--- src/rtl/edo_dq_pkg.sv ---
// Package for the data-pin drive control.
// Holds the flag bundle passed from access tracking to the drive gate,
// the default timing values in cycles, and a width helper.
package edo_dq_pkg;

    // Access state shared between the tracker and the drive gate.
    typedef struct packed {
        logic lock;   // sticky pins-off flag
        logic valid;  // read data latched
    } acc_flags_t;

    localparam int unsigned DEF_T_OD   = 2;
    localparam int unsigned DEF_T_OES  = 2;
    localparam int unsigned DEF_T_OEHC = 3;
    localparam int unsigned DEF_T_OEP  = 4;
    localparam int unsigned DEF_T_WPZ  = 3;

    // Width that can hold value+1 without wrapping into the compare range.
    function automatic int unsigned run_width(input int unsigned max_val);
        return $clog2(max_val + 2);
    endfunction

endpackage

--- src/rtl/edo_run_counter.sv ---
// Saturating run-length counter.
// Counts consecutive clock edges at which 'active' is sampled high and
// drops to zero on the first edge at which it is low.
// Assumes CW is wide enough that the saturation value exceeds every limit
// compared against it.
module edo_run_counter #(
    parameter int unsigned CW = 4
) (
    input  logic          clk,
    input  logic          rst_n,
    input  logic          active,
    output logic [CW-1:0] run_q
);

    localparam logic [CW-1:0] RUN_MAX = '1;

    // Count up while active, saturate at all ones, clear when inactive.
    always_ff @(posedge clk) begin
        if (!rst_n) begin
            run_q <= '0;
        end else if (!active) begin
            run_q <= '0;
        end else if (run_q != RUN_MAX) begin
            run_q <= run_q + 1'b1;
        end
    end

endmodule

--- src/rtl/edo_access_track.sv ---
// Access tracker.
// Detects read and write column falls and the standby state, keeps the
// latched-data flag and the sticky lock-off flag.
// Assumes the run counters present the count from before the current edge,
// so reaching LIMIT at this edge means count == LIMIT-1 with the input active.
module edo_access_track
    import edo_dq_pkg::*;
#(
    parameter int unsigned CW     = 4,
    parameter int unsigned T_OEHC = DEF_T_OEHC,
    parameter int unsigned T_OEP  = DEF_T_OEP,
    parameter int unsigned T_WPZ  = DEF_T_WPZ
) (
    input  logic          clk,
    input  logic          rst_n,
    input  logic          ras_n,
    input  logic          cas_n,
    input  logic          oe_n,
    input  logic          we_n,
    input  logic [CW-1:0] oe_hi_run,
    input  logic [CW-1:0] oe_hc_run,
    input  logic [CW-1:0] we_lo_run,
    output acc_flags_t    flags
);

    localparam logic [CW-1:0] OEP_PRE  = CW'(T_OEP - 1);
    localparam logic [CW-1:0] OEHC_PRE = CW'(T_OEHC - 1);
    localparam logic [CW-1:0] WPZ_PRE  = CW'(T_WPZ - 1);

    logic cas_q;
    logic cas_fall, read_fall, write_fall, standby;
    logic lock_set;

    // Remember the previous column-strobe level for edge detection.
    always_ff @(posedge clk) begin
        if (!rst_n) cas_q <= 1'b1;
        else        cas_q <= cas_n;
    end

    // Decode the column-cycle events and the qualifying pulse widths.
    always_comb begin
        cas_fall   = cas_q && !cas_n;
        read_fall  = cas_fall && !ras_n && we_n;
        write_fall = cas_fall && !we_n;
        standby    = ras_n && cas_n;
        lock_set   = (oe_n && (oe_hi_run == OEP_PRE))
                   || (oe_n && cas_n && (oe_hc_run == OEHC_PRE))
                   || (!we_n && (we_lo_run == WPZ_PRE));
    end

    // Sticky lock: a qualifying pulse sets it, a read column fall clears it.
    always_ff @(posedge clk) begin
        if (!rst_n)         flags.lock <= 1'b0;
        else if (lock_set)  flags.lock <= 1'b1;
        else if (read_fall) flags.lock <= 1'b0;
    end

    // Latched data: set on a read fall, dropped on a write fall or in standby.
    always_ff @(posedge clk) begin
        if (!rst_n)          flags.valid <= 1'b0;
        else if (standby)    flags.valid <= 1'b0;
        else if (read_fall)  flags.valid <= 1'b1;
        else if (write_fall) flags.valid <= 1'b0;
    end

endmodule

--- src/rtl/edo_drive_gate.sv ---
// Drive gate.
// Combines latched data, the lock and the output-enable and write-enable
// run lengths into the final pin-drive decision.
// Assumes a nonzero high run means output enable was last sampled high, and
// a nonzero write-low run means write enable was last sampled low.
module edo_drive_gate
    import edo_dq_pkg::*;
#(
    parameter int unsigned CW    = 4,
    parameter int unsigned T_OD  = DEF_T_OD,
    parameter int unsigned T_OES = DEF_T_OES
) (
    input  acc_flags_t    flags,
    input  logic [CW-1:0] oe_hi_run,
    input  logic [CW-1:0] oe_lo_run,
    input  logic [CW-1:0] we_lo_run,
    output logic          dq_drive
);

    localparam logic [CW-1:0] OD_LIM  = CW'(T_OD);
    localparam logic [CW-1:0] OES_LIM = CW'(T_OES);

    logic oe_ok;

    // Output enable allows driving within the disable delay or after setup.
    always_comb begin
        if (oe_hi_run != '0) oe_ok = (oe_hi_run <= OD_LIM);
        else                 oe_ok = (oe_lo_run >= OES_LIM);
        dq_drive = flags.valid && !flags.lock && (we_lo_run == '0) && oe_ok;
    end

endmodule

--- src/rtl/edo_dq_ctrl.sv ---
// Top: data-pin drive control for an extended-data-out DRAM model.
// Four run counters measure the strobe pulses. The tracker keeps the
// access flags and the gate forms the drive output.
// Assumes all strobes are synchronous to clk and all T_* values are at least 1.
module edo_dq_ctrl
    import edo_dq_pkg::*;
#(
    parameter int unsigned T_OD   = DEF_T_OD,
    parameter int unsigned T_OES  = DEF_T_OES,
    parameter int unsigned T_OEHC = DEF_T_OEHC,
    parameter int unsigned T_OEP  = DEF_T_OEP,
    parameter int unsigned T_WPZ  = DEF_T_WPZ
) (
    input  logic clk,
    input  logic rst_n,
    input  logic ras_n,
    input  logic cas_n,
    input  logic oe_n,
    input  logic we_n,
    output logic dq_drive,
    output logic data_valid
);

    localparam int unsigned MAX_A = (T_OD > T_OES) ? T_OD : T_OES;
    localparam int unsigned MAX_B = (T_OEHC > T_OEP) ? T_OEHC : T_OEP;
    localparam int unsigned MAX_C = (MAX_A > MAX_B) ? MAX_A : MAX_B;
    localparam int unsigned MAX_T = (MAX_C > T_WPZ) ? MAX_C : T_WPZ;
    localparam int unsigned CW    = run_width(MAX_T);
    localparam int unsigned NRUN  = 4;
    localparam int unsigned IX_OE_HI = 0;
    localparam int unsigned IX_OE_LO = 1;
    localparam int unsigned IX_OE_HC = 2;
    localparam int unsigned IX_WE_LO = 3;

    logic [NRUN-1:0] run_act;
    logic [CW-1:0]   run_val [NRUN];
    acc_flags_t      flags;

    // Select the condition that each run counter measures.
    always_comb begin
        run_act[IX_OE_HI] = oe_n;
        run_act[IX_OE_LO] = !oe_n;
        run_act[IX_OE_HC] = oe_n && cas_n;
        run_act[IX_WE_LO] = !we_n;
    end

    for (genvar g = 0; g < NRUN; g++) begin : g_run
        edo_run_counter #(.CW(CW)) u_run (
            .clk    (clk),
            .rst_n  (rst_n),
            .active (run_act[g]),
            .run_q  (run_val[g])
        );
    end

    edo_access_track #(
        .CW(CW), .T_OEHC(T_OEHC), .T_OEP(T_OEP), .T_WPZ(T_WPZ)
    ) u_track (
        .clk       (clk),
        .rst_n     (rst_n),
        .ras_n     (ras_n),
        .cas_n     (cas_n),
        .oe_n      (oe_n),
        .we_n      (we_n),
        .oe_hi_run (run_val[IX_OE_HI]),
        .oe_hc_run (run_val[IX_OE_HC]),
        .we_lo_run (run_val[IX_WE_LO]),
        .flags     (flags)
    );

    edo_drive_gate #(
        .CW(CW), .T_OD(T_OD), .T_OES(T_OES)
    ) u_gate (
        .flags     (flags),
        .oe_hi_run (run_val[IX_OE_HI]),
        .oe_lo_run (run_val[IX_OE_LO]),
        .we_lo_run (run_val[IX_WE_LO]),
        .dq_drive  (dq_drive)
    );

    // Bring the latched-data flag out to the port.
    always_comb data_valid = flags.valid;

endmodule

--- config.mk ---
export PLATFORM = sky130hd
export DESIGN_NAME = edo_dq_ctrl
export DESIGN_NICKNAME = d
export VERILOG_FILES = /design/src/rtl/edo_dq_pkg.sv /design/src/rtl/edo_run_counter.sv /design/src/rtl/edo_access_track.sv /design/src/rtl/edo_drive_gate.sv /design/src/rtl/edo_dq_ctrl.sv
export SDC_FILE = /design/constraint.sdc
export NUM_CORES = 1
export LEC_CHECK = 0
export ABC_AREA = 1
export BUFFER_PORTS_ARGS = -buffer_cell sky130_fd_sc_hd__buf_2
export CORE_MARGIN = 10
export CORE_UTILIZATION = 60
export CTS_CLUSTER_SIZE = 40
export DETAILED_ROUTE_END_ITERATION = 6
export GPL_TIMING_DRIVEN = 0
export PLACE_DENSITY = 0.81
export SLEW_MARGIN = 20
export SYNTH_ARGS = -nofsm -noshare
export SYNTH_HDL_FRONTEND = slang
export SYNTH_SLANG_ARGS = --single-unit
export TNS_END_PERCENT = 100
--- constraint.sdc ---
create_clock -name clk -period 3.55 [get_ports clk]
set_clock_uncertainty 0.2 [all_clocks]
set_input_delay 0.5325 -clock clk [delete_from_list [all_inputs] [get_ports clk]]
set_output_delay 0.5325 -clock clk [all_outputs]
set_load 0.02 [all_outputs]
==> reports/results.txt <==
CP startpoint kind = flip-flop
internal power = 0.000230 W
FILL cells = 106
clk buf depth = 2
commonest non-fill, non-tap cell in the layout = nand2_1
Max-Cap Viols = 0
Syn-to-layout area delta = 9.58%
Critical Path Sink Type = primary output
Sw Share = 23.9%
CTS tree = yes
die extent in x = 57.3 microns
Num CTS Buffers = 3
largest cells by area after synthesis = dfxtp_1 (36%), ha_1 (22%), nand2_1 (9.9%), inv_1 (6.7%), a21oi_1 (6.0%)
IO Pins = 8
Worst-Skew Late Latency = 0.27 ns
sequential power share = 58.6%
area of the multi-input gates = 475 sq um
crit path kind = reg -> out
Synth top area share = 35.9%
crit path max-delay cell type = dfxtp_1
Fin. Hold Viols = 0
Worst Slack Setup Final = 1.45 ns
initial antenna violation count = 0
CTS hold repair buffers = 0
post-route clock period utilization = 59.0%
vias per cell = 4.96
Clk pwr share = 31.6%
worst endpoint data arrival time = 1.36 ns
fin crit period = 2.10 ns
syn_area_per_cell = 7.96 sq um
drt total wl = 1.33 mm
switching power total = 0.0000722 W
routability cong. = 0.787
# resized after CTS = 0
Vias = 650
Pins Over Slew Limit = 0
total clock sinks = 15
dominant cell type by area after synthesis = dfxtp_1
synth warn = 0
DPL Wire Length = 1.09 mm
number of DRC markers in iteration 0 = 8
Root Buffer = clkbuf_4
final net count = 138
count of unique library cells instantiated by Yosys = 16
# setup viols final = 0
vias in the first global route = 638
Post-Syn Instances = 105
RSZ-0062 raised after global routing = false
Worst VDD drop = 210 uV
worst hold path class = in -> reg
storage element area = 300 sq um
Peak Freq = 0.477 GHz
Combinational Power Share = 9.7%
# diodes = 0
Buf/Inv on CP = 2
first-pass GRT wire length = 2.40 mm
starting density of the core = 64.2%
CP max stage delay = 0.34 ns
total gr overflow = 0
Antenna Nets Post-Route = 0
1st-pass router iterations = 4
drt wl/cell = 10.1 microns
die area = 3290 sq um
sequential fraction of the synthesis area = 35.9%
Mapped Nets = 126
fraction of layout cells with a size suffix above 1 = 12.9%
# rows = 13
Post-Syn Area = 836 sq um
commonest non-fill, non-tap cells in the layout = nand2_1 (22), inv_1 (15), ha_1 (15), dfxtp_1 (15), nor2_1 (13)
crit-path max FO = 4
pre-CTS setup slack = 1.74 ns
die height = 57.3 microns
number of synthesized register bits = 15
Residual DRC = 0
Worst Tran Pin Value = 0.201 ns
number of setup buffers added after CTS = 0
H-tree depth = 1
All-Layer GR Usage = 8.73%
required time of the critical path = 2.82 ns
pin count of the biggest net entering global routing = 9
pwr dens = 330 nW/um^2
CP delay by family, top = flip-flops
Core Region = 1300 sq um
status = finished clean
relative slew slack = 86.5%
CTS clk-pin slew, worst paths = 0.09 ns
TNS Setup = 0 ns
Leak = 0.454 nW
worst-path cell chain = inv_1, ha_1, o31ai_1, nor2_1, buf_2
IO Port Bufs = 7
==> cell usage after synthesis <==
| cell type | n |
|---|---|
| inv_1 | 15 |
| a211oi_2 | 2 |
| or2_4 | 2 |
| inv_2 | 1 |
| nand4_1 | 1 |
| nor2_1 | 13 |
| o21ai_0 | 3 |
| nand3_1 | 1 |
| ha_1 | 15 |
| o31ai_1 | 1 |
| a21oi_1 | 10 |
| nand3b_1 | 1 |
| nand2_1 | 22 |
| dfxtp_1 | 15 |
| o21a_1 | 2 |
| nor3b_1 | 1 |
==> state kept, by name, indices dropped and copies added (netlist names) <==
register / flops
g_run.u_run.run_q: 12
u_track.cas_q: 1
u_track.flags: 2
==> final cells by class <==
cell class	count	share of cell area, %
repair buffers	7	3.83
clock buffers	4	2.87
well taps	15	2.05
multi-input cells	74	51.9
inverters	16	6.56
flip-flops and latches	15	32.8
==> through the flow <==
stage | area (sq um) | power, W | utilization, % | hold slack [ns] | cells
after CTS | 916 | 0.000305 | 70.4 | 0.258 | 131
after detailed placement | 890 | 0.000211 | 68.4 | 0.262 | 127
final | 916 | 0.000302 | 70.4 | 0.262 | 131
after floorplan | 836 | 0.000201 | - | 0.241 | 105
after global routing | 916 | 0.000317 | 70.4 | 0.261 | 131
after global placement | 890 | 0.000209 | 68.4 | 0.256 | 127
==> power by group through the flow <==
| stage | clock network [W] | logic [W] | registers (W) |
|---|---|---|---|
| final | 0.0000955 | 0.0000294 | 0.000177 |
| after floorplan | 0 | 0.0000204 | 0.000181 |
| after detailed placement | 0 | 0.0000297 | 0.000181 |
| after global routing | 0.000104 | 0.0000348 | 0.000178 |
| after CTS | 0.0000984 | 0.0000297 | 0.000177 |
| after global placement | 0 | 0.0000283 | 0.000181 |
==> path summary, 6_finish.rpt <==
check	startpoint	end	slack, ns	depth (start not counted)
worst min register to register	u_track.flags[1]	u_track.flags[1]	0.27	2
worst max register to register	g_run[1].u_run.run_q[0]	g_run[1].u_run.run_q[1]	2.18	5
worst min-delay path	rst_n	u_track.cas_q	0.26	2
worst max-delay path	g_run[0].u_run.run_q[0]	dq_drive	1.45	5
==> cells by family (layout without fill, tap and decap cells) <==
group / after synthesis / count (layout) / share of synthesized area, %
compound gates: 18 / 18 / 13.5
fa+ha+maj: 15 / 15 / 22.5
flops: 15 / 15 / 35.9
buf+inv: 16 / 27 / 7.18
simple gates: 41 / 41 / 21.0
==> routing by layer <==
layer / routed length [microns] / part of all wire [%] / up-vias / track usage [%]
met4: 13 / 0.98 / 0 / 3.02
met3: 37 / 2.8 / 2 / 2.88
li1: - / - / 357 / -
met2: 647 / 49 / 2 / 15.7
met1: 630 / 47 / 289 / 9.26
met5: 0 / 0 / - / 0
No activity file was read; power rests on OpenSTA's default activity.
